[src/rtl/bgc_pkg.sv]
package bgc_pkg;
  localparam int REG_W   = 8;
  localparam int EN_BIT  = 7;
  localparam int MAN_BIT = 6;

  typedef struct packed {
    logic req_en;
    logic man_ack;
  } bgc_ctrl_t;
endpackage

[src/rtl/bgc_sync.sv]
module bgc_sync #(
  parameter int STAGES = 2
) (
  input  logic clk,
  input  logic rst_n,
  input  logic d_i,
  output logic q_o
);
  logic [STAGES-1:0] pipe;

  genvar g;
  generate
    for (g = 0; g < STAGES; g++) begin : g_stage
      always_ff @(posedge clk or negedge rst_n) begin
        if (!rst_n) pipe[g] <= 1'b0;
        else if (g == 0) pipe[g] <= d_i;
        else pipe[g] <= pipe[(g == 0) ? 0 : g-1];
      end
    end
  endgenerate

  assign q_o = pipe[STAGES-1];
endmodule

[src/rtl/bgc_ctrl_reg.sv]
module bgc_ctrl_reg
  import bgc_pkg::*;
(
  input  logic             clk,
  input  logic             rst_n,
  input  logic             wr_i,
  input  logic [REG_W-1:0] wdata_i,
  output logic [REG_W-1:0] rdata_o,
  output bgc_ctrl_t        ctrl_o
);
  bgc_ctrl_t ctrl_q;

  always_ff @(posedge clk or negedge rst_n) begin
    if (!rst_n) begin
      ctrl_q <= '0;
    end else if (wr_i) begin
      ctrl_q.req_en  <= wdata_i[EN_BIT];
      ctrl_q.man_ack <= wdata_i[MAN_BIT];
    end
  end

  always_comb begin
    rdata_o          = '0;
    rdata_o[EN_BIT]  = ctrl_q.req_en;
    rdata_o[MAN_BIT] = ctrl_q.man_ack;
  end

  assign ctrl_o = ctrl_q;
endmodule

[src/rtl/bgc_grant.sv]
module bgc_grant
  import bgc_pkg::*;
(
  input  logic      clk,
  input  logic      rst_n,
  input  bgc_ctrl_t ctrl_i,
  input  logic      req_i,
  input  logic      busy_i,
  output logic      ack_o
);
  logic grant_q, grant_d, ack_q;

  // A grant starts only when debug is idle; once held it survives busy.
  assign grant_d = ctrl_i.req_en & req_i & (grant_q | ~busy_i);

  always_ff @(posedge clk or negedge rst_n) begin
    if (!rst_n) begin
      grant_q <= 1'b0;
      ack_q   <= 1'b0;
    end else begin
      grant_q <= grant_d;
      ack_q   <= ctrl_i.man_ack | grant_d;
    end
  end

  assign ack_o = ack_q;
endmodule

[src/rtl/bus_grant_ctl.sv]
module bus_grant_ctl
  import bgc_pkg::*;
#(
  parameter int SYNC_STAGES = 2
) (
  input  logic             clk,
  input  logic             rst_n,
  input  logic             reg_wr_i,
  input  logic [REG_W-1:0] reg_wdata_i,
  output logic [REG_W-1:0] reg_rdata_o,
  input  logic             ext_req_i,
  input  logic             dbg_busy_i,
  output logic             bus_ack_o,
  output logic             bus_release_o
);
  bgc_ctrl_t ctrl;
  logic      req_s;
  logic      ack;

  bgc_sync #(.STAGES(SYNC_STAGES)) u_sync (
    .clk(clk), .rst_n(rst_n), .d_i(ext_req_i), .q_o(req_s)
  );

  bgc_ctrl_reg u_reg (
    .clk(clk), .rst_n(rst_n), .wr_i(reg_wr_i), .wdata_i(reg_wdata_i),
    .rdata_o(reg_rdata_o), .ctrl_o(ctrl)
  );

  bgc_grant u_grant (
    .clk(clk), .rst_n(rst_n), .ctrl_i(ctrl), .req_i(req_s),
    .busy_i(dbg_busy_i), .ack_o(ack)
  );

  assign bus_ack_o     = ack;
  assign bus_release_o = ack;
endmodule

[config.mk]
export PLATFORM = sky130hd
export DESIGN_NAME = bus_grant_ctl
export DESIGN_NICKNAME = d
export VERILOG_FILES = /design/src/rtl/bgc_pkg.sv /design/src/rtl/bgc_sync.sv /design/src/rtl/bgc_ctrl_reg.sv /design/src/rtl/bgc_grant.sv /design/src/rtl/bus_grant_ctl.sv
export SDC_FILE = /design/constraint.sdc
export NUM_CORES = 1
export LEC_CHECK = 0
export BUFFER_PORTS_ARGS = -buffer_cell sky130_fd_sc_hd__buf_2
export CORE_AREA = 2 2 39 41
export CTS_CLUSTER_SIZE = 24
export DETAILED_ROUTE_END_ITERATION = 12
export DIE_AREA = 0 0 41 43
export PLACE_DENSITY = 0.48
export SLEW_MARGIN = 20
export SYNTH_ARGS = -nofsm -noshare
export SYNTH_HDL_FRONTEND = slang
export SYNTH_SLANG_ARGS = --single-unit
[constraint.sdc]
create_clock -name clk -period 1.46 [get_ports clk]
set_clock_uncertainty 0.1 [all_clocks]
set_input_delay 0.146 -clock clk [delete_from_list [all_inputs] [get_ports clk]]
set_output_delay 0.146 -clock clk [all_outputs]
set_load 0.02 [all_outputs]
# [Word-level counts from Yosys, hierarchy flattened]
# Index checks and enable logic that the tools add are counted.
[classes] bitwise=5
[ops] op="$and A1 B1 Y1" count=2
[ops] op="$or A1 B1 Y1" count=2
[ops] op="$not A1 Y1" count=1
[word_totals] regBits=6 inputBits=13 output_inout_bits=10 wordCells=11

# [Longest topological paths before layout]
[logic_depth] depth_word=4 ltp_mapped=2 ltp_nobuf=2

# [Modules after synthesis]
# From an unflattened synthesis, not the netlist that was laid out.
[unflattened] cells_unflattened=22 hier_area_um2=276.5
[modules_own_cells] mod="bgc_ctrl_reg" instances=1 cells_each=13 area_each_um2=136.4
[modules_own_cells] mod="bgc_grant" instances=1 cells_each=6 area_each_um2=82.6
[modules_own_cells] mod="bgc_sync" instances=1 cells_each=2 area_each_um2=50.0
[modules_own_cells] mod="bus_grant_ctl" instances=1 cells_each=1 area_each_um2=7.5

# [Least setup slack after synthesis]
# OpenSTA, ideal clock, no wires.
[synth_path] kind="reg2reg" from="register, netlist name u_reg.ctrl_o[1]" to="register u_reg.ctrl_q, in the netlist u_reg.ctrl_o[1]" t_arrival_ns=0.714 path_slack_ns=0.521 stages_incl_launch_ff=2 n_path_buf=0 synth_period_minus_slack_ns=0.939 cell_sequence="dfrtp_1 -> mux2_2"
[synth_lines] element="to (decl)" line="bgc_ctrl_reg.sv:11" source="bgc_ctrl_t ctrl_q;"

# [Worst setup path in the final report]
[layout_path] from="register u_reg.ctrl_q, in the netlist u_reg.ctrl_o[1]" to="output reg_rdata_o[7]"
[layout_lines] element="to (decl)" line="bus_grant_ctl.sv:10" source="output logic [REG_W-1:0] reg_rdata_o,"
# No word-level cell between the ends.

==> qor.yml <==
logic_synthesis:
  yosysTopAreaCell: "dfrtp_1"
  syn-cell-area_um2: 250.2
  synth.area.top_cells: "dfrtp_1 (60%), buf_4 (21%), mux2_2 (9.0%), o21bai_1 (3.0%), nor2b_1 (2.5%)"
  yosys.area.top_type_share_pct: 60.00
  synth_ff_type: "dfrtp_1"
  yosysSeqAreaShare_pct: 60.00
  synth_enable_flop_cells: 0
  yosysWarningCount: 0
  netlist_instances: 20
  syn_area_per_cell_um2: 12.51
  yosys-top-cells-count: "buf_4 (7), dfrtp_1 (6), mux2_2 (2)"
  yosysMostFrequentCell: "buf_4"
  ys_async_sr_fraction_pct: 100.0
  ys_types: 8
  ys_ff_latch: 6
worst_setup_path:
  slowest_delay_ns: 0.39
  cp_cell_sequence: "buf_2"
  r2r_end: "u_reg.ctrl_o[1]$_DFFE_PN0P_"
  endpoint_kind: "primary output"
  rr_startpoint: "u_reg.ctrl_o[1]$_DFFE_PN0P_"
  reg2reg_slack_ns: 0.59
  crit_path_max_fanout: 3
  cp.arrival_ns: 0.80
  crit_buf_inv: 1
  critPathTopFamily: "flip-flops"
  worst_path_max_delay_cell: "dfrtp_1"
  worst_setup_path_start_kind: "register"
  required_ns: 1.21
  worst-r2r-cell-count: 1
  worst-setup-path-type: "reg2out"
timing:
  setup_tns_ns: 0
  fin_hold_ws_ns: 0.03376
  finalCritPeriodShare_pct: 71.66
  max_freq_mhz: 955.8
  rsz0062_at_grt: "no"
  post-route-min-period_ns: 1.046
  setup_violations: 0
  final-max-slew-violation-count: 0
  hold_viol_final: 0
pwr:
  peakVddDrop_mv: 0.4826
  powerDensity_nw_per_um2: 1246
  power_leakage_uw: 0.0001688
clock_network:
  cts_hold_buf: 2
  cts.repair.resized: 0
  cts.sinks: 6
  clkTransAtPathRegs_ns: 0.04
  cts_buffer_depth: 2
  numCtsBuffers: 3
  postCtsSetupBuffers: 0
  clockRootBuffer: "clkbuf_4"
  cts_tree: "built"
  h-tree-depth: 1
  clock_latency_ns: 0.25
die:
  start_util_pct: 18.08
  core_um2: 1384
  die-area_um2: 1763
  fp.dieH_um: 43
  io_pins: 23
  rows: 14
  dieWidth_um: 41
cells_and_area:
  drive_gt1_share_pct: 45.45
  diodes: 0
  fin_nets: 48
  fillCellCount: 140
  syn2layout_area_growth_pct: 31.50
drt:
  via_per_inst: 3.143
  drt_iter0_drc: 2
  drc: 0
  finalWirelength_um: 377
  ant_nets: 0
  post_drt_wl_per_cell_um: 7.694
  vias: 154
  dr.pass1.iters: 2
placement:
  io_buffers: 10
  gp_congestion: 0.6480
  dp_hpwl_um: 272
global_routing:
  gr-total-overflow: 0
  grt_use_total_pct: 6.180
  grt_max_degree: 7
  grt_pass1_vias: 164
  grt_pass1_wl_um: 627
  antenna_found_initial: 0
worst_hold_path:
  min_path_type: "in2reg"
  hold_path_depth: 2
  min_from: "reg_wdata_i[7]"
  holdPathEnd: "u_reg.ctrl_o[1]$_DFFE_PN0P_"
flow_run:
  maxCapViolCount: 0
outcome:
  status: "finished clean"
## sequential cells by signal, indices dropped and copies added (netlist names)
register         flops
u_grant.ack_o        1
u_reg.ctrl_o         2
u_sync.q_o           1
u_grant.grant_q      1
u_sync.pipe          1
## report_power, final
| group | switching (uW) | total, uW | internal, uW | leakage (uW) |
|---|---|---|---|---|
| Sequential | 5.91 | 186 | 180 | 0.0000714 |
| Clock | 62.2 | 155 | 93.1 | 0.0000138 |
| Combinational | 43.3 | 68.8 | 25.4 | 0.0000836 |
## per-layer routing
metal | up-vias | global-route usage [%] | part of all wire (%)
li1 | 75 | - | -
met1 | 66 | 6.291 | 44
met2 | 13 | 6.250 | 40
met3 | 0 | 6.806 | 16
met4 | 0 | 6.000 | 0
met5 | - | 0 | 0
## cell families after synthesis
| group | synth area share, % |
|---|---|
| and+or+nand+nor | 5.499 |
| other | 1.499 |
| muxes | 8.999 |
| DFF | 60.00 |
| buffers and inverters | 21.00 |
| AOI/OAI and AO/OA | 3.001 |
## how the worst max path moves through the flow
stage	cells after the start	endpoint	startpoint	slack [ns]
2_1_floorplan	1	u_reg.ctrl_o[1]$_DFFE_PN0P_	u_reg.ctrl_o[1]$_DFFE_PN0P_	0.52
3_5_place_dp	1	u_reg.ctrl_o[1]$_DFFE_PN0P_	u_reg.ctrl_o[1]$_DFFE_PN0P_	0.60
3_3_place_gp	1	u_reg.ctrl_o[1]$_DFFE_PN0P_	u_reg.ctrl_o[1]$_DFFE_PN0P_	0.60
4_1_cts	1	reg_rdata_o[7]	u_reg.ctrl_o[1]$_DFFE_PN0P_	0.40
5_1_grt	1	reg_rdata_o[7]	u_reg.ctrl_o[1]$_DFFE_PN0P_	0.37
6_report	1	reg_rdata_o[7]	u_reg.ctrl_o[1]$_DFFE_PN0P_	0.41
## final cells by class
type                    count  area, um^2  share of cell area, %
clock buffers               3       22.52                  6.844
multi-input cells          12       66.31                  20.15
flip-flops and latches      6       150.1                  45.63
well taps                  16       20.02                  6.084
repair buffers             12       70.07                  21.29
## through the flow
step           setup WS [ns]  power [uW]  std cells  cell area, um^2  util (%)
2_1_floorplan         0.5208       245.9         25            269.0         -
3_3_place_gp          0.5983       253.6         44            286.5     20.71
4_1_cts               0.3992       419.0         49            329.1     23.78
5_1_grt               0.3680       436.0         49            329.1     23.78
6_report              0.4137       410.2         49            329.1     23.78
3_5_place_dp          0.6008       253.8         44            286.5     20.71
## placed cells by master, fill, tap and decap left out, drive strengths merged
cell | synthesis | final
nor2b | 1 | 1
clkbuf | 0 | 3
nand2 | 1 | 1
nor2 | 1 | 1
conb | 1 | 6
mux2 | 2 | 2
buf | 7 | 10
o21bai | 1 | 1
dlygate4sd3 | 0 | 2
dfrtp | 6 | 6
Note: power is estimated with default switching activity, not from simulation.
